`src/rtl/rxchan_pkg.sv`:
```
package rxchan_pkg;
    // Handling of the slot that follows the data bits
    typedef enum logic [1:0] {
        PAR_NONE      = 2'd0,
        PAR_NORMAL    = 2'd1,
        PAR_FORCED    = 2'd2,
        PAR_MULTIDROP = 2'd3
    } par_mode_e;

    // Receiver sequencing states
    typedef enum logic [2:0] {
        ST_IDLE, ST_START, ST_DATA, ST_PAR, ST_STOP, ST_BRKWAIT
    } fr_state_e;

    // One queue slot: 11 bits of flags and data
    typedef struct packed {
        logic       brk;
        logic       fe;
        logic       pe;
        logic [7:0] data;
    } rx_entry_t;
endpackage

```
`src/rtl/rx_framer.sv`:
```
// rx_framer: synchronises the line, qualifies start bits at mid-bit, collects
// data and the optional slot bit, checks the stop bit and emits one entry per
// character. After a break it waits for half a bit of marking line.
// Assumes os_tick pulses OS_RATE times per bit and config is stable per frame.
module rx_framer
    import rxchan_pkg::*;
#(
    parameter int OS_RATE = 16
) (
    input  logic       clk,
    input  logic       rst_n,
    input  logic       os_tick,
    input  logic       rxd,
    input  logic [1:0] cfg_len,
    input  logic [1:0] cfg_par_mode,
    input  logic       cfg_par_sel,
    output logic       push,
    output rx_entry_t  push_entry,
    output logic       brk_evt
);
    localparam int CNT_W = $clog2(OS_RATE);
    localparam logic [CNT_W-1:0] MID  = CNT_W'(OS_RATE / 2 - 1);
    localparam logic [CNT_W-1:0] LAST = CNT_W'(OS_RATE - 1);

    logic [1:0]       sync_q;
    logic             rxd_s;
    fr_state_e        state;
    logic [CNT_W-1:0] tick_cnt;
    logic [CNT_W-1:0] mark_cnt;
    logic [2:0]       bit_idx;
    logic [2:0]       last_idx;
    logic [7:0]       shreg;
    logic             par_bit;
    logic             brk_now;
    logic             pe_now;
    par_mode_e        pmode;

    assign pmode    = par_mode_e'(cfg_par_mode);
    assign last_idx = 3'(cfg_len) + 3'd4;
    assign rxd_s    = sync_q[1];

    // Two-stage synchroniser on the serial line
    always_ff @(posedge clk) begin
        if (!rst_n) sync_q <= 2'b11;
        else        sync_q <= {sync_q[0], rxd};
    end

    // Parity flag for the character now in the shift register
    always_comb begin
        case (pmode)
            PAR_NORMAL:    pe_now = par_bit != ((^shreg) ^ cfg_par_sel);
            PAR_FORCED:    pe_now = par_bit != cfg_par_sel;
            PAR_MULTIDROP: pe_now = par_bit;
            default:       pe_now = 1'b0;
        endcase
    end

    // Break: everything low including the stop bit
    assign brk_now = (shreg == 8'd0) && !par_bit && !rxd_s;

    // Frame sequencer
    always_ff @(posedge clk) begin
        if (!rst_n) begin
            state      <= ST_IDLE;
            tick_cnt   <= '0;
            mark_cnt   <= '0;
            bit_idx    <= '0;
            shreg      <= '0;
            par_bit    <= 1'b0;
            push       <= 1'b0;
            push_entry <= '0;
            brk_evt    <= 1'b0;
        end else begin
            push    <= 1'b0;
            brk_evt <= 1'b0;
            if (os_tick) begin
                case (state)
                    ST_IDLE: begin
                        if (!rxd_s) begin
                            state    <= ST_START;
                            tick_cnt <= '0;
                        end
                    end
                    ST_START: begin
                        if (tick_cnt == MID) begin
                            tick_cnt <= '0;
                            if (!rxd_s) begin
                                state   <= ST_DATA;
                                bit_idx <= '0;
                                shreg   <= '0;
                                par_bit <= 1'b0;
                            end else begin
                                state <= ST_IDLE;
                            end
                        end else begin
                            tick_cnt <= tick_cnt + 1'b1;
                        end
                    end
                    ST_DATA: begin
                        if (tick_cnt == LAST) begin
                            tick_cnt       <= '0;
                            shreg[bit_idx] <= rxd_s;
                            if (bit_idx == last_idx)
                                state <= (pmode == PAR_NONE) ? ST_STOP : ST_PAR;
                            else
                                bit_idx <= bit_idx + 1'b1;
                        end else begin
                            tick_cnt <= tick_cnt + 1'b1;
                        end
                    end
                    ST_PAR: begin
                        if (tick_cnt == LAST) begin
                            tick_cnt <= '0;
                            par_bit  <= rxd_s;
                            state    <= ST_STOP;
                        end else begin
                            tick_cnt <= tick_cnt + 1'b1;
                        end
                    end
                    ST_STOP: begin
                        if (tick_cnt == LAST) begin
                            tick_cnt   <= '0;
                            push       <= 1'b1;
                            push_entry <= '{brk: brk_now, fe: !rxd_s,
                                            pe: pe_now, data: shreg};
                            if (brk_now) begin
                                state    <= ST_BRKWAIT;
                                brk_evt  <= 1'b1;
                                mark_cnt <= '0;
                            end else begin
                                state <= ST_IDLE;
                            end
                        end else begin
                            tick_cnt <= tick_cnt + 1'b1;
                        end
                    end
                    ST_BRKWAIT: begin
                        if (rxd_s) begin
                            if (mark_cnt == MID) begin
                                state   <= ST_IDLE;
                                brk_evt <= 1'b1;
                            end else begin
                                mark_cnt <= mark_cnt + 1'b1;
                            end
                        end else begin
                            mark_cnt <= '0;
                        end
                    end
                    default: state <= ST_IDLE;
                endcase
            end
        end
    end


    brkwait_quiet_chk: assert property (@(posedge clk) disable iff (!rst_n)
        (state == ST_BRKWAIT) |=> !push);


    brk_enters_wait_chk: assert property (@(posedge clk) disable iff (!rst_n)
        (push && push_entry.brk) |-> (state == ST_BRKWAIT));


    brk_evt_pulse_chk: assert property (@(posedge clk) disable iff (!rst_n)
        brk_evt |=> !brk_evt);
endmodule

```
`src/rtl/rx_fifo.sv`:
```
// rx_fifo: circular queue of DEPTH entries with a zero-valued head when empty.
// Assumes the writer never pushes into a full queue unless it pops that cycle.
module rx_fifo #(
    parameter int DEPTH = 16,
    parameter int WIDTH = 11
) (
    input  logic             clk,
    input  logic             rst_n,
    input  logic             wr_en,
    input  logic [WIDTH-1:0] wr_data,
    input  logic             rd_en,
    output logic [WIDTH-1:0] rd_data,
    output logic             empty,
    output logic             full
);
    localparam int PTR_W = $clog2(DEPTH);
    localparam logic [PTR_W:0]   CNT_MAX = (PTR_W + 1)'(DEPTH);
    localparam logic [PTR_W-1:0] PTR_MAX = PTR_W'(DEPTH - 1);

    logic [WIDTH-1:0] mem [DEPTH];
    logic [PTR_W-1:0] wr_ptr, rd_ptr;
    logic [PTR_W:0]   count;
    logic             do_rd, do_wr;

    assign empty   = (count == '0);
    assign full    = (count == CNT_MAX);
    assign do_rd   = rd_en && !empty;
    assign do_wr   = wr_en && (!full || do_rd);
    assign rd_data = empty ? '0 : mem[rd_ptr];

    // Storage write
    always_ff @(posedge clk) begin
        if (do_wr) mem[wr_ptr] <= wr_data;
    end

    // Pointer and occupancy bookkeeping
    always_ff @(posedge clk) begin
        if (!rst_n) begin
            wr_ptr <= '0;
            rd_ptr <= '0;
            count  <= '0;
        end else begin
            if (do_wr) wr_ptr <= (wr_ptr == PTR_MAX) ? '0 : wr_ptr + 1'b1;
            if (do_rd) rd_ptr <= (rd_ptr == PTR_MAX) ? '0 : rd_ptr + 1'b1;
            case ({do_wr, do_rd})
                2'b10:   count <= count + 1'b1;
                2'b01:   count <= count - 1'b1;
                default: count <= count;
            endcase
        end
    end


    no_overflow_chk: assert property (@(posedge clk) disable iff (!rst_n)
        wr_en |-> (!full || rd_en));


    empty_read_chk: assert property (@(posedge clk) disable iff (!rst_n)
        (empty && rd_en && !wr_en) |=> empty);
endmodule

```
`src/rtl/rx_hold.sv`:
```
// rx_hold: steers finished characters into the queue, parks one in a holding
// register when the queue is full, refills the queue from it on a read, and
// raises the sticky overrun flag when both are occupied.
// Assumes new_valid is a one-cycle pulse per character.
module rx_hold
    import rxchan_pkg::*;
(
    input  logic      clk,
    input  logic      rst_n,
    input  logic      new_valid,
    input  rx_entry_t new_entry,
    input  logic      rd_req,
    input  logic      err_clr,
    input  logic      fifo_empty,
    input  logic      fifo_full,
    output logic      fifo_wr_en,
    output rx_entry_t fifo_wr_data,
    output logic      ovr
);
    rx_entry_t hold_q;
    logic      hold_v;
    logic      pop;

    assign pop = rd_req && !fifo_empty;

    // Select what enters the queue this cycle
    always_comb begin
        if (hold_v) begin
            fifo_wr_en   = pop;
            fifo_wr_data = hold_q;
        end else begin
            fifo_wr_en   = new_valid && (!fifo_full || pop);
            fifo_wr_data = new_entry;
        end
    end

    // Holding register and overrun flag
    always_ff @(posedge clk) begin
        if (!rst_n) begin
            hold_q <= '0;
            hold_v <= 1'b0;
            ovr    <= 1'b0;
        end else begin
            if (err_clr) ovr <= 1'b0;
            if (hold_v) begin
                if (pop) begin
                    hold_v <= new_valid;
                    if (new_valid) hold_q <= new_entry;
                end else if (new_valid) begin
                    ovr <= 1'b1;
                end
            end else if (new_valid && fifo_full && !pop) begin
                hold_v <= 1'b1;
                hold_q <= new_entry;
            end
        end
    end


    ovr_sticky_chk: assert property (@(posedge clk) disable iff (!rst_n)
        (ovr && !err_clr) |=> ovr);


    hold_needs_full_chk: assert property (@(posedge clk) disable iff (!rst_n)
        hold_v |-> fifo_full);


    refill_keeps_full_chk: assert property (@(posedge clk) disable iff (!rst_n)
        (hold_v && pop) |=> fifo_full);
endmodule

```
`src/rtl/rxchan_top.sv`:
```
// rxchan_top: one serial receive channel. Connects the framer, the holding
// stage and the queue, and presents the queue head to the reader.
// Assumes rd_stb and err_clr are single-cycle pulses.
module rxchan_top
    import rxchan_pkg::*;
#(
    parameter int OS_RATE = 16,
    parameter int DEPTH   = 16
) (
    input  logic       clk,
    input  logic       rst_n,
    input  logic       os_tick,
    input  logic       rxd,
    input  logic [1:0] cfg_len,
    input  logic [1:0] cfg_par_mode,
    input  logic       cfg_par_sel,
    input  logic       rd_stb,
    input  logic       err_clr,
    output logic [7:0] rd_data,
    output logic       rd_brk,
    output logic       rd_fe,
    output logic       rd_pe,
    output logic       rx_ready,
    output logic       rx_full,
    output logic       ovr,
    output logic       brk_evt
);
    localparam int ENTRY_W = $bits(rx_entry_t);

    logic      fr_push;
    rx_entry_t fr_entry;
    logic      q_wr_en;
    rx_entry_t q_wr_data;
    logic [ENTRY_W-1:0] q_head;
    rx_entry_t head;
    logic      q_empty, q_full;

    rx_framer #(.OS_RATE(OS_RATE)) u_framer (
        .clk(clk), .rst_n(rst_n), .os_tick(os_tick), .rxd(rxd),
        .cfg_len(cfg_len), .cfg_par_mode(cfg_par_mode),
        .cfg_par_sel(cfg_par_sel), .push(fr_push), .push_entry(fr_entry),
        .brk_evt(brk_evt)
    );

    rx_hold u_hold (
        .clk(clk), .rst_n(rst_n), .new_valid(fr_push), .new_entry(fr_entry),
        .rd_req(rd_stb), .err_clr(err_clr), .fifo_empty(q_empty),
        .fifo_full(q_full), .fifo_wr_en(q_wr_en), .fifo_wr_data(q_wr_data),
        .ovr(ovr)
    );

    rx_fifo #(.DEPTH(DEPTH), .WIDTH(ENTRY_W)) u_fifo (
        .clk(clk), .rst_n(rst_n), .wr_en(q_wr_en), .wr_data(q_wr_data),
        .rd_en(rd_stb), .rd_data(q_head), .empty(q_empty), .full(q_full)
    );

    assign head     = rx_entry_t'(q_head);
    assign rd_data  = head.data;
    assign rd_brk   = head.brk;
    assign rd_fe    = head.fe;
    assign rd_pe    = head.pe;
    assign rx_ready = !q_empty;
    assign rx_full  = q_full;
endmodule

```
`config.mk`:
```
export PLATFORM = sky130hd
export DESIGN_NAME = rxchan_top
export DESIGN_NICKNAME = d
export VERILOG_FILES = /design/src/rtl/rxchan_pkg.sv /design/src/rtl/rx_framer.sv /design/src/rtl/rx_fifo.sv /design/src/rtl/rx_hold.sv /design/src/rtl/rxchan_top.sv
export SDC_FILE = /design/constraint.sdc
export NUM_CORES = 1
export LEC_CHECK = 0
export ABC_AREA = 0
export BUFFER_PORTS_ARGS = -buffer_cell sky130_fd_sc_hd__buf_2
export CELL_PAD_IN_SITES_DETAIL_PLACEMENT = 0
export CELL_PAD_IN_SITES_GLOBAL_PLACEMENT = 1
export CORE_AREA = 8 8 172 174
export CTS_BUF_LIST = sky130_fd_sc_hd__clkbuf_4 sky130_fd_sc_hd__clkbuf_8 sky130_fd_sc_hd__clkbuf_16
export CTS_CLUSTER_DIAMETER = 60
export DETAILED_ROUTE_END_ITERATION = 10
export DIE_AREA = 0 0 180 182
export GPL_ROUTABILITY_DRIVEN = 1
export PLACE_DENSITY_LB_ADDON = 0.1
export SETUP_SLACK_MARGIN = 0.15
export SYNTH_ARGS = -nofsm -noshare
export SYNTH_HDL_FRONTEND = slang
export SYNTH_SLANG_ARGS = --single-unit
```
`constraint.sdc`:
```
create_clock -name clk -period 4.5 [get_ports clk]
set_input_delay 0.225 -clock clk [delete_from_list [all_inputs] [get_ports clk]]
set_output_delay 0.225 -clock clk [all_outputs]
set_load 0.03 [all_outputs]
```
==> run_results.csv, run 1 <==
group,metric,value,unit
layout,area_growth_syn_to_layout,13.9,%
timing,grt_setup_unrepaired,"no",
detailed_routing,wire_per_inst,20.9,um
detailed_routing,via_per_inst,5.31,
global_route,grt_max_degree,66,
synthesis,avgSynthCellArea,15.0,um2
synthesis,netlist-cell-type-count,66,
timing,period_minus_slack,3.50,ns
worst_setup_path,cp-end-kind,"register",
clock_tree,clockBufferDepth,3,
synthesis,ys_seq_area_frac,0.633,
clock_tree,cts_setup_buffers,0,
synthesis,synth_xor_area_frac,0.0117,
global_route,grt_pass1_wl,35.3,mm
synthesis,synth_mux_area_frac,0.153,
detailed_routing,detail-route-antenna-nets,0,
layout,final-seq-area,6650,um2
timing,final-setup-viol-count,0,
layout,multi_input_area,3610,um2
pwr,leakage,4.43,nW
synthesis,synthesis.area,10500,um2
floorplan,dieArea,32800,um2
worst_setup_path,worst-path-max-fanout,13,
synthesis,ys_top_cells_by_count,"edfxtp_1, dfxtp_1, mux4_2, nor2b_1",
timing,tightest_slew,1.01,ns
layout,finalInstanceArea,12000,um2
synthesis,syn_nets,728,
synthesis,synth_top_family_by_area,"multiplexers",
timing,slew_viol_final,0,
detailed_routing,dr_total_vias,5776,
placed_design,place_hpwl,14.1,mm
timing,fin_skew,0.0205,ns
clock_tree,h-tree-depth,1,
floorplan,io_pins,26,
timing,slew_headroom,0.325,
clock_tree,cts_sinks,244,
clock_tree,cts-root-buf,"clkbuf_16",
worst_setup_path,critPathArrivalTime,3.93,ns
floorplan,core_area,26700,um2
global_route,grtUsageTotal,0.139,
synthesis,synth_area_leaders,"edfxtp_1, dfxtp_1, mux4_2",
synthesis,synth_edf_count,176,
synthesis,synthArstFlopShare,0,
clock_tree,cts_tree,"done",
detailed_routing,dr.pass1.iters,4,
detailed_routing,drc,0,
floorplan,die_h,182,um
synthesis,yosys.area.top_type,"edfxtp_1",
timing,hold_viol,0,
clock_tree,cts_resized,0,
pwr,vdd.ir_drop.worst,0.296,mV
layout,fin_nets,755,
synthesis,synth_simple_gate_area_frac,0.0928,
global_route,overflow,0,
placed_design,port_buffers,25,
global_route,grt_pass1_vias,5919,
placed_design,placed_area,11000,um2
pwr,power_density,397,nW/um2
status,outcome,"finished, final reports clean",
clock_tree,cts_buffers,28,
layout,diodes,0,
floorplan,die_w,180,um
placed_design,place.gp.congestion,0.739,
hold_path,hp-class,"input pin to register",
timing,tns,0,ns
synthesis,synth_most_common_cell,"edfxtp_1",
worst_setup_path,worst_ep_required_time,4.93,ns
clock_tree,clk_pin_slew,0.06,ns
synthesis,synthAdderAreaFrac,0.0236,
detailed_routing,drt_iter0_markers,324,
synthesis,synth_warnings,0,
timing,period_share,0.777,
floorplan,floorplan.initialDensity,0.394,
layout,fillerInstances,2329,
timing,fmax,286,MHz
worst_setup_path,crit_type,"register to register",
clock_tree,clkLatencyLatePin,0.54,ns
synthesis,synthCells,698,
floorplan,rows,60,
clock_tree,postCtsHoldBufs,2,
synthesis,ys_seq_elements,244,
detailed_routing,wirelength,22.7,mm
worst_setup_path,startpoint_type,"register",
synthesis,synth.top_cell.area_share,0.503,
run,cap_violations,0,
synthesis,synth-compound-area-share,0.0590,
synthesis,ys.flop_type,"edfxtp_1",
global_route,antenna_found_initial,0,
layout,final_layout_size_suffix_gt1_frac,0.246,
==> state kept, by name (all words and copies together) (netlist names), named ones only <==
name,cells
u_framer.par_bit,1
u_fifo.rd_ptr,4
u_framer.bit_idx,3
u_framer.tick_cnt,4
u_framer.state,3
u_framer.sync_q,2
u_hold.hold_v,1
u_framer.push,1
u_hold.ovr,1
u_fifo.mem,176
u_framer.mark_cnt,4
u_fifo.wr_ptr,4
u_hold.hold_q,11
u_fifo.count,5
u_framer.brk_evt,1
u_framer.shreg,8
u_framer.push_entry,11
==> path summary, 6_finish.rpt <==
path	startpoint	to	slack, ns	cells past startpoint
setup / recovery	u_fifo.count[1]$_SDFFE_PN0P_	u_fifo.count[4]$_SDFFE_PN0P_	1.00	16
hold reg to reg	u_framer.sync_q[0]$_SDFF_PN1_	u_framer.sync_q[1]$_SDFF_PN1_	0.41	1
setup reg to reg	u_fifo.count[1]$_SDFFE_PN0P_	u_fifo.count[4]$_SDFFE_PN0P_	1.00	16
hold / removal	rd_stb	u_hold.hold_v$_SDFF_PN0_	0.12	4
==> cell families (layout without fill, tap and decap cells) <==
family | after synthesis | after routing
DFF | 244 | 244
AOI/OAI and AO/OA | 94 | 94
adders and majority gates | 20 | 20
muxes | 90 | 90
and+or+nand+nor | 172 | 172
xor gates and xnor gates | 14 | 14
buffers and inverters | 64 | 113
==> area by class of cell <==
type                    instances  area share
clock buffers                  36      0.0661
clock inverters                16      0.0139
inverters                      24     0.00753
multi-input cells             390       0.302
flip-flops and latches        244       0.556
well taps                     341      0.0357
repair buffers                 37      0.0184
==> cells in the final DEF, fill, tap and decap left out, drive strengths merged, types with 9 or more instances in the layout <==
cell type  synthesis  routed
nand2b             9       9
and2              21      21
clkbuf            24      36
mux4              55      55
nand2             34      34
nor2b             33      33
a21boi            17      17
mux2              11      11
inv               24      26
mux2i             24      24
buf               16      35
clkinv             0      10
a21oi             20      20
nor2              32      32
xnor2             11      11
ha                19      19
dfxtp             68      68
o21ai             26      26
edfxtp           176     176
==> critical path, cell delays in order, from the launching register on <==
cell and delay (ns):
dfxtp_1 0.40, nor4_4 0.37, nand2_1 0.09, buf_4 0.21, nand2_2 0.16, inv_2 0.10
o22a_1 0.32, inv_1 0.15, ha_1 0.35, xor2_1 0.11, ha_1 0.24, inv_1 0.06
o21ai_0 0.07, a21o_1 0.19, a221oi_1 0.33, xnor2_1 0.09, and2_1 0.16
==> power by group <==
part	internal, W	switching [W]	leakage [nW]
registers	0.00238	0.00000364	2.60
logic	0.0000205	0.0000229	1.35
clock network	0.00141	0.000906	0.478
total	0.00381	0.000933	4.43
==> per-layer routing <==
layer	global-route usage	share of wire
met2	0.221	0.45
met1	0.195	0.49
met4	0.0347	0.021
met5	0	0
met3	0.0240	0.039
==> metrics by stage <==
stage,util,power (W),hold WS [ns],setup slack (ns),std cells
floorplan,-,0.00246,0.326,1.38,698
global placement,0.412,0.00247,0.402,1.08,1034
detailed placement,0.412,0.00247,0.404,0.985,1034
CTS,0.449,0.00480,0.0974,0.977,1088
global route,0.449,0.00489,0.150,0.639,1088
finish,0.449,0.00475,0.121,1.00,1088
Power figures use the tool's default switching activity.
==> run 2: changes to the inputs <==
--- a/config.mk
+++ b/config.mk
@@ -5,7 +5,7 @@
 export SDC_FILE = /design/constraint.sdc
 export NUM_CORES = 1
 export LEC_CHECK = 0
-export ABC_AREA = 0
+export ABC_AREA = 1
 export BUFFER_PORTS_ARGS = -buffer_cell sky130_fd_sc_hd__buf_2
 export CELL_PAD_IN_SITES_DETAIL_PLACEMENT = 0
 export CELL_PAD_IN_SITES_GLOBAL_PLACEMENT = 1
==> constraint.sdc (replaced) <==
create_clock -name clk -period 3.5 [get_ports clk]
set_input_delay 0.175 -clock clk [delete_from_list [all_inputs] [get_ports clk]]
set_output_delay 0.175 -clock clk [all_outputs]
set_load 0.03 [all_outputs]
==> run_results.csv, run 2 <==
group,metric,value,unit
pwr,power_density,696,nW/um2
worst_setup_path,cp_slowest_cell,"inv_2",
pwr,leakage,4.67,nW
synthesis,synth_edf_count,176,
clock_tree,cts_setup_buffers,0,
timing,hold_viol,0,
worst_setup_path,crit_type,"register to output port",
synthesis,synth_most_common_cell,"edfxtp_1",
timing,slew_viol_final,0,
worst_setup_path,r2r_slack,1.10,ns
synthesis,syn_nets,1065,
worst_setup_path,crit_end,"rd_data[7]",
layout,top_register,"u_fifo.mem",
layout,largest_reg_flops,176,
detailed_routing,dr.pass1.iters,5,
worst_setup_path,r2r-start,"u_fifo.count[0]$_SDFFE_PN0P_",
timing,fin_skew,0.0154,ns
timing,tightest_slew,0.765,ns
clock_tree,clockBufferDepth,3,
synthesis,synth_warnings,0,
detailed_routing,wirelength,25.1,mm
worst_setup_path,critPathArrivalTime,2.60,ns
pwr,switching_power,0.00273,W
global_route,overflow,0,
pwr,intPower,0.00576,W
layout,mostFrequentLayoutCell,"edfxtp_1",
clock_tree,cts-root-buf,"clkbuf_16",
global_route,grt_pass1_vias,7392,
timing,final-setup-viol-count,0,
clock_tree,postCtsHoldBufs,3,
timing,grt_setup_unrepaired,"no",
layout,diodes,0,
synthesis,netlist-cell-type-count,40,
worst_setup_path,worst-path-max-fanout,31,
worst_setup_path,r2r-end,"u_fifo.count[4]$_SDFFE_PN0P_",
pwr,seq_power_share,0.385,
status,outcome,"finished, final reports clean",
clock_tree,h-tree-depth,1,
worst_setup_path,crit_path_frequent_cell,"a21oi_1",
worst_setup_path,cp-end-kind,"output port",
clock_tree,cts_sinks,244,
floorplan,die_w,180,um
floorplan,dieArea,32800,um2
worst_setup_path,rr_worst_depth,15,
pwr,combPwrFrac,0.257,
global_route,grtUsageTotal,0.154,
detailed_routing,drc,0,
worst_setup_path,crit_chain,"inv_2 -> buf_4 -> nand2_1 -> a21oi_1 -> a21oi_1 -> a21oi_1 -> o21ai_0 -> a21oi_1 -> buf_2",
worst_setup_path,startpoint_type,"register",
global_route,grt_max_degree,89,
floorplan,die_h,182,um
floorplan,rows,60,
synthesis,synth_area_leaders,"edfxtp_1, dfxtp_1, nand2_1",
synthesis,yosys.area.top_type,"edfxtp_1",
synthesis,synthArstFlopShare,0,
detailed_routing,detail-route-antenna-nets,0,
global_route,antenna_found_initial,0,
detailed_routing,dr_total_vias,7284,
placed_design,place.gp.congestion,0.782,
global_route,grt_pass1_wl,40.6,mm
layout,area_growth_syn_to_layout,15.0,%
synthesis,avgSynthCellArea,10.2,um2
clock_tree,clk_pin_slew,0.06,ns
synthesis,ys_top_cells_by_count,"edfxtp_1, nand2_1, nor2_1, a21oi_1, dfxtp_1",
timing,period_share,0.794,
synthesis,synth.top_cell.area_share,0.498,
placed_design,place_hpwl,16.0,mm
synthesis,ys_seq_elements,244,
timing,hold_ws,0.0359,ns
pwr,vdd.ir_drop.worst,0.351,mV
worst_setup_path,crit_family,"buffers and inverters",
clock_tree,cts_tree,"done",
layout,layout_common_cells,"edfxtp_1, nand2_1, nor2_1",
synthesis,ys_seq_area_frac,0.627,
detailed_routing,via_per_inst,5.07,
floorplan,floorplan.initialDensity,0.398,
synthesis,ys.flop_type,"edfxtp_1",
timing,fmax,360,MHz
layout,fin_nets,1102,
synthesis,synthCells,1035,
synthesis,synthesis.area,10600,um2
pwr,clockPowerShare,0.357,
layout,utilization,0.458,
timing,period_minus_slack,2.78,ns
layout,reg_top3,"u_fifo.mem x176, u_framer.push_entry x11, u_hold.hold_q x11",
timing,tns,0,ns
worst_setup_path,max_stage_delay,0.43,ns
worst_setup_path,cp_num_cells,9,
layout,fillerInstances,2544,
clock_tree,clkLatencyLatePin,0.54,ns
run,cap_violations,0,
floorplan,core_area,26700,um2
clock_tree,cts_buffers,29,
layout,final_layout_size_suffix_gt1_frac,0.121,
timing,slew_headroom,0.490,
placed_design,port_buffers,25,
worst_setup_path,crit_buf_inv,3,
hold_path,hp-class,"input pin to register",
pwr,p_sw_frac,0.322,
detailed_routing,drt_iter0_markers,379,
worst_setup_path,worst_ep_required_time,3.32,ns
clock_tree,cts_resized,0,
floorplan,io_pins,26,
detailed_routing,wire_per_inst,17.5,um
-- run 2: changes by cell type after synthesis, sizes merged, moves of 17 or more --
cell	previous run	this run
mux4	55	0
o221ai	0	30
inv	24	67
and2	21	0
nor2b	33	0
nor2	32	155
o21bai	1	42
a21oi	20	76
o21ai	26	72
a21boi	17	0
mux2i	24	0
nand2	34	181
nand3	8	44
-- run 2: worst reg2reg max path, cell delays in order, from the launching register on --
cell and delay (ns):
dfxtp_1 0.35, nor2_2 0.15, nand4_2 0.13, nand2_2 0.16
nand2_1 0.08, nand2_2 0.15, ha_1 0.30, xor2_1 0.22
ha_1 0.17, inv_1 0.04, nand2_1 0.09, nand3_1 0.08
nand2_1 0.09, xor2_1 0.14, nand2_1 0.06, a21oi_1 0.11
-- run 2: cell type report --
cell class	instances	area, um2	share of cell area
Sequential cell	244	6650	0.545
Clock buffer	33	762	0.0625
Inverter	68	255	0.0209
Timing Repair Buffer	59	413	0.0339
Multi-Input combinational cell	670	3470	0.285
Clock inverter	21	219	0.0180
Tap cell	341	427	0.0350
-- run 2: per-stage QoR --
step	instance area (um2)	power, W	worst slack (ns)	std cells
2_1_floorplan	10600	0.00497	1.13	1035
3_3_place_gp	11200	0.00555	1.13	1379
3_5_place_dp	11200	0.00554	1.10	1379
4_1_cts	12200	0.00860	0.665	1436
5_1_grt	12200	0.00898	0.478	1436
6_report	12200	0.00849	0.723	1436
-- run 2: worst min path at each step --
stage,end,startpoint,depth (start not counted)
after global routing,u_hold.ovr$_SDFF_PN0_,rd_stb,4
after detailed placement,u_framer.sync_q[0]$_SDFF_PN1_,rxd,2
after CTS,u_hold.ovr$_SDFF_PN0_,rd_stb,4
final,u_hold.ovr$_SDFF_PN0_,rd_stb,4
after global placement,u_framer.sync_q[0]$_SDFF_PN1_,rxd,2
after floorplan,u_framer.sync_q[0]$_SDFF_PN1_,rxd,1
-- run 2: kinds of logic after synthesis --
family / after synthesis / synth area share
AO/OA/AOI/OAI: 231 / 0.134
XOR/XNOR: 14 / 0.0116
adder cells (fa/ha/maj): 19 / 0.0224
buffers and inverters: 121 / 0.0464
flip-flops: 244 / 0.627
AND/OR/NAND/NOR: 406 / 0.159
-- run 2: layer usage --
layer	track usage	share of wire	vias to the layer above
met5	0	0	-
met4	0.0367	0.018	0
met3	0.0232	0.036	29
met2	0.276	0.49	128
met1	0.191	0.46	3445
li1	-	-	3682
-- run 2: power by group through the flow --
stage	Combinational (W)	Sequential [W]	Clock (W)
5_1_grt	0.00246	0.00329	0.00323
6_report	0.00219	0.00327	0.00303
3_3_place_gp	0.00222	0.00333	0
3_5_place_dp	0.00220	0.00333	0
2_1_floorplan	0.00168	0.00329	0
4_1_cts	0.00222	0.00327	0.00311
